--- src/rtl/wsq_pkg.sv ---
package wsq_pkg;

  typedef enum logic [1:0] {
    ST_SLEEP = 2'd0,
    ST_PWRUP = 2'd1,
    ST_BRK   = 2'd2,
    ST_AWAKE = 2'd3
  } wsq_state_e;

  // Ready-break width: 1.391 bit-times, rounded to nearest cycle, at least 1.
  function automatic int brk_len(int bt);
    int r;
    r = (bt * 1391 + 500) / 1000;
    return (r < 1) ? 1 : r;
  endfunction

endpackage

--- src/rtl/wsq_deglitch.sv ---
module wsq_deglitch #(
  parameter int DG_CYC = 8
) (
  input  logic clk,
  input  logic rst,
  input  logic en,
  input  logic line,
  output logic qual
);
  localparam int CW = $clog2(DG_CYC + 1);

  logic          armed;
  logic [CW-1:0] lo_cnt;

  // Armed only after a high level is seen while enabled: a fall is required.
  always_ff @(posedge clk) begin
    if (rst || !en) armed <= 1'b0;
    else if (line)  armed <= 1'b1;
  end

  always_ff @(posedge clk) begin
    if (rst || !en || line)                          lo_cnt <= '0;
    else if (armed && lo_cnt != CW'(DG_CYC))         lo_cnt <= lo_cnt + 1'b1;
  end

  assign qual = en && armed && !line && (lo_cnt == CW'(DG_CYC - 1));
endmodule

--- src/rtl/wsq_brkgen.sv ---
module wsq_brkgen #(
  parameter int BT_SLOW_CYC = 64,
  parameter int SPD_W       = 2
) (
  input  logic             clk,
  input  logic             rst,
  input  logic             start,
  input  logic [SPD_W-1:0] spd,
  output logic             busy,
  output logic             last
);
  localparam int NSPD = 1 << SPD_W;
  localparam int LW   = $clog2(wsq_pkg::brk_len(BT_SLOW_CYC) + 1);

  logic [LW-1:0] len_tab [NSPD];
  logic [LW-1:0] cnt;

  for (genvar i = 0; i < NSPD; i++) begin : g_len
    localparam int LEN = wsq_pkg::brk_len(BT_SLOW_CYC >> i);
    assign len_tab[i] = LW'(LEN);
  end

  always_ff @(posedge clk) begin
    if (rst)            cnt <= '0;
    else if (start)     cnt <= len_tab[spd];
    else if (cnt != '0) cnt <= cnt - 1'b1;
  end

  assign busy = (cnt != '0);
  assign last = (cnt == LW'(1));
endmodule

--- src/rtl/wsq_idle.sv ---
module wsq_idle #(
  parameter int IDLE_CYC = 200
) (
  input  logic clk,
  input  logic rst,
  input  logic run,
  input  logic en,
  input  logic line,
  output logic tmo
);
  localparam int IW = $clog2(IDLE_CYC);

  logic          line_prev;
  logic          chg;
  logic [IW-1:0] cnt;

  always_ff @(posedge clk) begin
    if (rst) line_prev <= 1'b0;
    else     line_prev <= line;
  end

  assign chg = (line != line_prev);

  always_ff @(posedge clk) begin
    if (rst || !run || chg)              cnt <= '0;
    else if (cnt != IW'(IDLE_CYC - 1))   cnt <= cnt + 1'b1;
  end

  assign tmo = run && en && !chg && (cnt == IW'(IDLE_CYC - 1));
endmodule

--- src/rtl/wake_sleep_seq.sv ---
module wake_sleep_seq #(
  parameter int DG_CYC      = 8,
  parameter int POR_CYC     = 10,
  parameter int SRST_CYC    = 12,
  parameter int IDLE_CYC    = 200,
  parameter int BT_SLOW_CYC = 64,
  parameter int SPD_W       = 2
) (
  input  logic             clk,
  input  logic             rst,
  input  logic             line_in,
  input  logic [SPD_W:0]   cfg_bits,
  input  logic             ctl_wr,
  input  logic             ctl_aslp,
  input  logic             sleep_cmd,
  input  logic             soft_rst_cmd,
  output logic             line_drive_low,
  output logic             sleep,
  output logic             core_rst,
  output logic             aslp_on,
  output logic [SPD_W-1:0] spd_code
);
  import wsq_pkg::*;

  localparam int MAXD = (POR_CYC > SRST_CYC) ? POR_CYC : SRST_CYC;
  localparam int TW   = $clog2(MAXD + 1);

  wsq_state_e       state;
  logic [TW-1:0]    tmr;
  logic [SPD_W-1:0] spd_q;
  logic             cfg_aslp_q;
  logic             ctl_aslp_q;
  logic             qual, brk_busy, brk_last, tmo, load;

  assign load = (state == ST_PWRUP) && (tmr == '0);

  wsq_deglitch #(.DG_CYC(DG_CYC)) u_dg (
    .clk(clk), .rst(rst), .en(state == ST_SLEEP), .line(line_in), .qual(qual)
  );

  wsq_brkgen #(.BT_SLOW_CYC(BT_SLOW_CYC), .SPD_W(SPD_W)) u_brk (
    .clk(clk), .rst(rst), .start(load), .spd(cfg_bits[SPD_W-1:0]),
    .busy(brk_busy), .last(brk_last)
  );

  wsq_idle #(.IDLE_CYC(IDLE_CYC)) u_idle (
    .clk(clk), .rst(rst), .run(state == ST_AWAKE), .en(aslp_on),
    .line(line_in), .tmo(tmo)
  );

  always_ff @(posedge clk) begin
    if (rst) begin
      state      <= ST_SLEEP;
      tmr        <= '0;
      spd_q      <= '0;
      cfg_aslp_q <= 1'b0;
      ctl_aslp_q <= 1'b1;
    end else begin
      case (state)
        ST_SLEEP: if (qual) begin
          state <= ST_PWRUP;
          tmr   <= TW'(POR_CYC - 1);
        end
        ST_PWRUP: if (load) begin
          state      <= ST_BRK;
          spd_q      <= cfg_bits[SPD_W-1:0];
          cfg_aslp_q <= cfg_bits[SPD_W];
          ctl_aslp_q <= 1'b1;
        end else begin
          tmr <= tmr - 1'b1;
        end
        ST_BRK: if (brk_last) state <= ST_AWAKE;
        default: begin
          if (sleep_cmd || tmo) begin
            state <= ST_SLEEP;
          end else if (soft_rst_cmd) begin
            state <= ST_PWRUP;
            tmr   <= TW'(SRST_CYC - 1);
          end else if (ctl_wr) begin
            ctl_aslp_q <= ctl_aslp;
          end
        end
      endcase
    end
  end

  assign line_drive_low = brk_busy;
  assign sleep          = (state == ST_SLEEP);
  assign core_rst       = (state == ST_SLEEP) || (state == ST_PWRUP);
  assign aslp_on        = cfg_aslp_q & ctl_aslp_q;
  assign spd_code       = spd_q;
endmodule

--- config.mk ---
export PLATFORM = sky130hd
export DESIGN_NAME = wake_sleep_seq
export DESIGN_NICKNAME = d
export VERILOG_FILES = /design/src/rtl/wsq_pkg.sv /design/src/rtl/wsq_deglitch.sv /design/src/rtl/wsq_brkgen.sv /design/src/rtl/wsq_idle.sv /design/src/rtl/wake_sleep_seq.sv
export SDC_FILE = /design/constraint.sdc
export NUM_CORES = 1
export LEC_CHECK = 0
export ABC_AREA = 1
export BUFFER_PORTS_ARGS = -buffer_cell sky130_fd_sc_hd__buf_2
export CAP_MARGIN = 20
export CELL_PAD_IN_SITES_DETAIL_PLACEMENT = 2
export CELL_PAD_IN_SITES_GLOBAL_PLACEMENT = 2
export CORE_MARGIN = 2
export CORE_UTILIZATION = 30
export DETAILED_ROUTE_END_ITERATION = 6
export PLACE_DENSITY_LB_ADDON = 0.08
export SLEW_MARGIN = 20
export SYNTH_ARGS = -nofsm -noshare
export SYNTH_HDL_FRONTEND = slang
export SYNTH_SLANG_ARGS = --single-unit
export TNS_END_PERCENT = 10
--- constraint.sdc ---
create_clock -name clk -period 1.8 [get_ports clk]
set_clock_uncertainty 0.2 [all_clocks]
set_input_delay 0.36 -clock clk [delete_from_list [all_inputs] [get_ports clk]]
set_output_delay 0.36 -clock clk [all_outputs]
set_load 0.01 [all_outputs]
# == Yosys cells after proc, flatten, opt, wreduce, memory -nomap -nowiden ==
# Index checks and enable logic that the tools add are counted.
# W data, S select, Z words.
# totals
reg_bits,31
latch_bits,0
mem_bits_rw,0
romBits,0
input_bits,10
memories,0
# op_classes
n_addsub,4
multipliers,0
div,0
order_cmp,1
n_eq_ne,16
n_shift,0
mux,21
n_bitwise,4
n_reduce_logical,30
# ops
operator,n
$mux W7,4
$mux W4,4
$bmux W7 S2,1
$pmux W4 S3,1
$mux W2,5
$ne A2 B2 Y1 const B,5
$reduce_and A5 Y1,2
$add A8 B1 Y8 const B,1
$eq A8 B8 Y1 const B,1
$logic_and A1 B1 Y1,8
$ne A8 B8 Y1 const B,1
$eq A7 B1 Y1 const B,1
$reduce_bool A7 Y1,1
$sub A7 B1 Y7 const B,1
$logic_or A1 B1 Y1,6
$pmux W2 S3,1
$reduce_bool A5 Y1,1
$add A4 B1 Y4 const B,1
$eq A2 B2 Y1 const B,2
$eq A4 B3 Y1 const B,1
$logic_not A1 Y1,4
$logic_not A4 Y1,1
$mux W1,4
$ne A4 B4 Y1 const B,1
16 further kinds,18

# == Logic depth before layout (Yosys ltp) ==
# depth
depth_word,7
mapped_depth,12
mapped_depth_nobuf,12

# == Hierarchy ==
# From an unflattened synthesis, not the netlist that was laid out.
# hier_totals
cells_unflattened,304
hier_area_um2,2028.2
# modules_own_cells
module,n_inst,cells_each,area_each_um2,seq_area_each_um2
wake_sleep_seq,1,114,718.2,200.2
wsq_brkgen,1,78,564.3,140.1
wsq_idle,1,72,460.4,180.2
wsq_deglitch,1,40,285.3,100.1

# == Worst setup path before layout ==
# OpenSTA, ideal clock, no wires.
# synth_path
kind,reg-to-reg
from,register state[0]
to,register tmr[0]
setup_ps,113
arrival_time_ps,1394
path_slack_ps,93
stages_incl_launch_ff,11
path_buffers,0
synth_period_minus_slack_ps,1707
cell_sequence,dfxtp_1 -> inv_1 -> ha_1 -> inv_1 -> nand2_1 -> o21ai_1 -> nor2_4 -> nand2_1 -> nand2_1 -> nand2_1 -> nor2_1
# synth_between
elab_cells_between_ends,19
# synth_rtl
item,line,rtl
from (decl),wake_sleep_seq.sv:28,wsq_state_e state;
from (signal assigned),wake_sleep_seq.sv:53,state <= ST_SLEEP;
from (signal assigned),wake_sleep_seq.sv:61,state <= ST_PWRUP;
from (signal assigned),wake_sleep_seq.sv:65,state <= ST_BRK;
$logic_not A2 Y1 *,-,
net sleep,wake_sleep_seq.sv:18,"output logic sleep,"
$logic_and A1 B1 Y1 (3 in series),wsq_deglitch.sv:26,assign qual = en && armed && !line && (lo_cnt == CW'(DG_CYC - 1));
$ne A2 B2 Y1 (no line),-,
$reduce_and A5 Y1 (no line),-,
to (signal assigned),wake_sleep_seq.sv:62,tmr <= TW'(POR_CYC - 1);
to (signal assigned),wake_sleep_seq.sv:70,tmr <= tmr - 1'b1;
to (signal assigned),wake_sleep_seq.sv:78,tmr <= TW'(SRST_CYC - 1);
to (decl),wake_sleep_seq.sv:29,logic [TW-1:0] tmr;
# The timed path passes the listed nets; every way through them passes the cells marked *.
# A chain may end at the register's enable or synchronous reset.

# == Worst setup path in the final report ==
# layout_path
from,register state[0]
to,output core_rst
# layout_between
elab_chain_len,2
elab_cells_between_ends,3
# layout_rtl
item,line,rtl
$eq A2 B1 Y1 or $logic_not A2 Y1 (tied branches),wake_sleep_seq.sv:89,assign core_rst = (state == ST_SLEEP) || (state == ST_PWRUP);
$logic_or A1 B1 Y1 *,wake_sleep_seq.sv:89,
to (decl),wake_sleep_seq.sv:19,"output logic core_rst,"
# Mark *: on every way between the ends. The rest lies on a longest branch, timed or not.

==> impl_metrics.ini <==
[worst_setup_path]
worst-path-buf-inv = 3
critical_path.max_stage_delay_ns = 0.40
cp_data_arrival_time_ns = 1.22
critical_path.max_fanout = 5
critical_path.cell_chain = inv_4 > ha_4 > nor2_4 > inv_1 > buf_2
cp_startpoint_kind = flip-flop
worstPathRequired_ns = 1.24
path_class = flip-flop to output port
critical_path_endpoint_category = output port
timing.critical_path.slowest_stage_cell = dfxtp_4
cpLargestDelayFamily = flip-flops
rrSetupSlack_ns = 0.05

[clock_network]
tritoncts = yes
cts.root.buffer_cell = clkbuf_8
ctsLongestPathBuffers = 2
clk-insertion-delay-late_ns = 0.29
path_clk_slew_ns = 0.08
cts_htree_levels = 2
clock_sink_count = 31
cts_inserted_buffers = 5

[die]
die_area_sq_mm = 0.00667
floorplan.initialDensity_pct = 30.8
die_y_um = 81.7
core-area_sq_mm = 0.00589
std_cell_rows = 28
io-pin-count = 16
die_width_um = 81.7

[timing]
tightest_slew_ns = 0.312
worst_hold_slack_ns = 0.119
hold_viol = 0
timing.setup.tns_ns = 0
fmax_mhz = 562
slew_headroom_pct = 79.1
finalWorstPathRequiredPeriod_ns = 1.78
timing_max_transition_violations_final = 0
setup_viol_count_final = 0
grt_setup_unrepaired = true
fin_crit_sh_pct = 98.9

[cells_and_area]
area_grow_syn2layout_pct = 30.0
design.final.nets = 315
final_util_pct = 40.0
drive_gt1_share_pct = 31.7
num_antenna_cells = 0
n_fill_cell = 707

[grt]
grt_use_total_pct = 17.3
globalRoute.busiestLayer = met2
grt_first_pass_wirelength_um = 8690
first_global_vias = 1839
pin_count_of_the_biggest_net_entering_global_routing = 11
grtUsageMet3_pct = 2.97
gr-total-overflow = 0
use_met2_pct = 29.4
initial_antenna_violation_count = 0
global_route_met1_utilization_pct = 22.0

[routing]
post_drt_via_cell_ratio = 4.79
detail_route.iter0.violations = 26
drt_wl_total_um = 5540
final_antenna_net_count = 0
drtPass1Iterations = 4
route.detailed.drc = 0
wire_per_inst_um = 15.2
via_count = 1750

[min_path]
timing.hold.worst.class = input pin to flip-flop

[synth]
seq_total_area_yosys_pct = 34.3
yosys_register_bits = 31
synthCells = 251
yosys_warnings = 0
synth_flop_type = dfxtp_1
synth_top_cell_area_share_pct = 34.3
synth_edf_count = 0
synth_fp_nets = 277
post_synth_num_cell_types = 36
syn-mean-instance-area_sq_um = 7.21
synth.most_common_cell = nand2_1
top_cells_by_area_in_the_synthesized_netlist = dfxtp_1 34%, ha_1 11%, nand2_1 10%
synth.largest_area_cell = dfxtp_1
async_reset_ff_share_pct = 0
netlist_top_cells_count = 50 x nand2_1, 37 x nor2_1, 31 x dfxtp_1
cell_area_after_synthesis_sq_mm = 0.00181

[power]
peakVddDrop_mv = 0.681
power.density_mw_per_mm2 = 1380
p_leak_uw = 0.000997

[place]
dpl_wire_length_um = 3890
placement.io_buffers = 15
place.gp.congestion = 0.777

[job]
maxCapViolations = 0

[run_status]
run_status = completed
final timing paths:
kind,to,depth (start not counted),startpoint
worst min register to register,spd_code[1],2,spd_code[1]
worst max-delay path,core_rst,5,state[0]
worst max register to register,u_brk.cnt[1],11,tmr[0]
worst min-delay path,cfg_aslp_q,3,cfg_bits[2]
layer usage:
metal	routed length, um	up-vias	part of all wire (%)
li1	-	883	-
met4	68	0	1.2
met5	0	-	0
met3	108	5	2.0
met1	2600	845	47
met2	2760	17	50
cell families after synthesis:
| kind of cell | share of synthesized area (%) |
|---|---|
| buffers and inverters | 7.74 |
| AOI/OAI and AO/OA | 11.2 |
| and+or+nand+nor | 32.3 |
| DFF | 34.3 |
| adders and majority gates | 11.1 |
| xor gates and xnor gates | 3.39 |
cell type report:
cell class | instances | area [sq um] | share of cell area (%)
multi-input combinational | 185 | 1140 | 48.6
sequential | 31 | 633 | 26.9
clock buffer | 6 | 82.6 | 3.51
clock inverter | 2 | 35.0 | 1.49
timing repair buffer | 35 | 241 | 10.3
tap | 75 | 93.8 | 3.99
inverter | 31 | 123 | 5.21
where the power goes:
part	internal [uW]	switching, uW	total, uW
clock	448	291	739
combinational	665	885	1550
sequential	826	128	954
stage by stage:
step                instance area (sq um)  setup slack [ns]  cells  power (uW)
finish                               2350            0.0192    365        3240
detailed placement                   2070           -0.0721    351        2220
floorplan                            1810            0.0931    251        1780
global placement                     2070           -0.0388    351        2200
CTS                                  2240           -0.0320    359        3070
global route                         2350           -0.0949    365        3530
tightest hold or removal path, cell delays in order:
cell and delay, ns:
buf_2 0.10, nand2_1 0.06, a21oi_1 0.05
what timing repair did:
item	in CTS	in global routing
buffers inserted	0	6
pin swaps	2	8
resized for setup	16	26
endpoints found under the setup margin	16	19
hold buffers	0	0
placed cells by master (no fill, tap or decap), types with 2 or more instances in the layout:
cell type	count
ha_2	4
nor2_4	5
xor2_1	3
a211oi_1	2
o21ai_1	3
o21ai_0	6
nand4_1	3
buf_2	15
clkinv_2	2
o31ai_1	2
ha_4	2
inv_2	10
nor2_1	32
clkbuf_8	6
dfxtp_1	25
ha_1	10
nor2_2	3
inv_4	2
dfxtp_2	4
nand2_1	46
clkinv_1	2
nand3_1	14
nor3_1	5
a21oi_1	16
nand2_2	8
a31oi_1	3
buf_4	18
dfxtp_4	2
inv_1	16
xnor2_1	4
state kept, by name, indices dropped and copies added (netlist names):
signal	flops
cfg_aslp_q	1
ctl_aslp_q	1
spd_code	2
state	2
tmr	4
u_brk.cnt	7
u_dg.armed	1
u_dg.lo_cnt	4
u_idle.cnt	8
u_idle.line_prev	1
No activity file was read; power rests on OpenSTA's default activity.
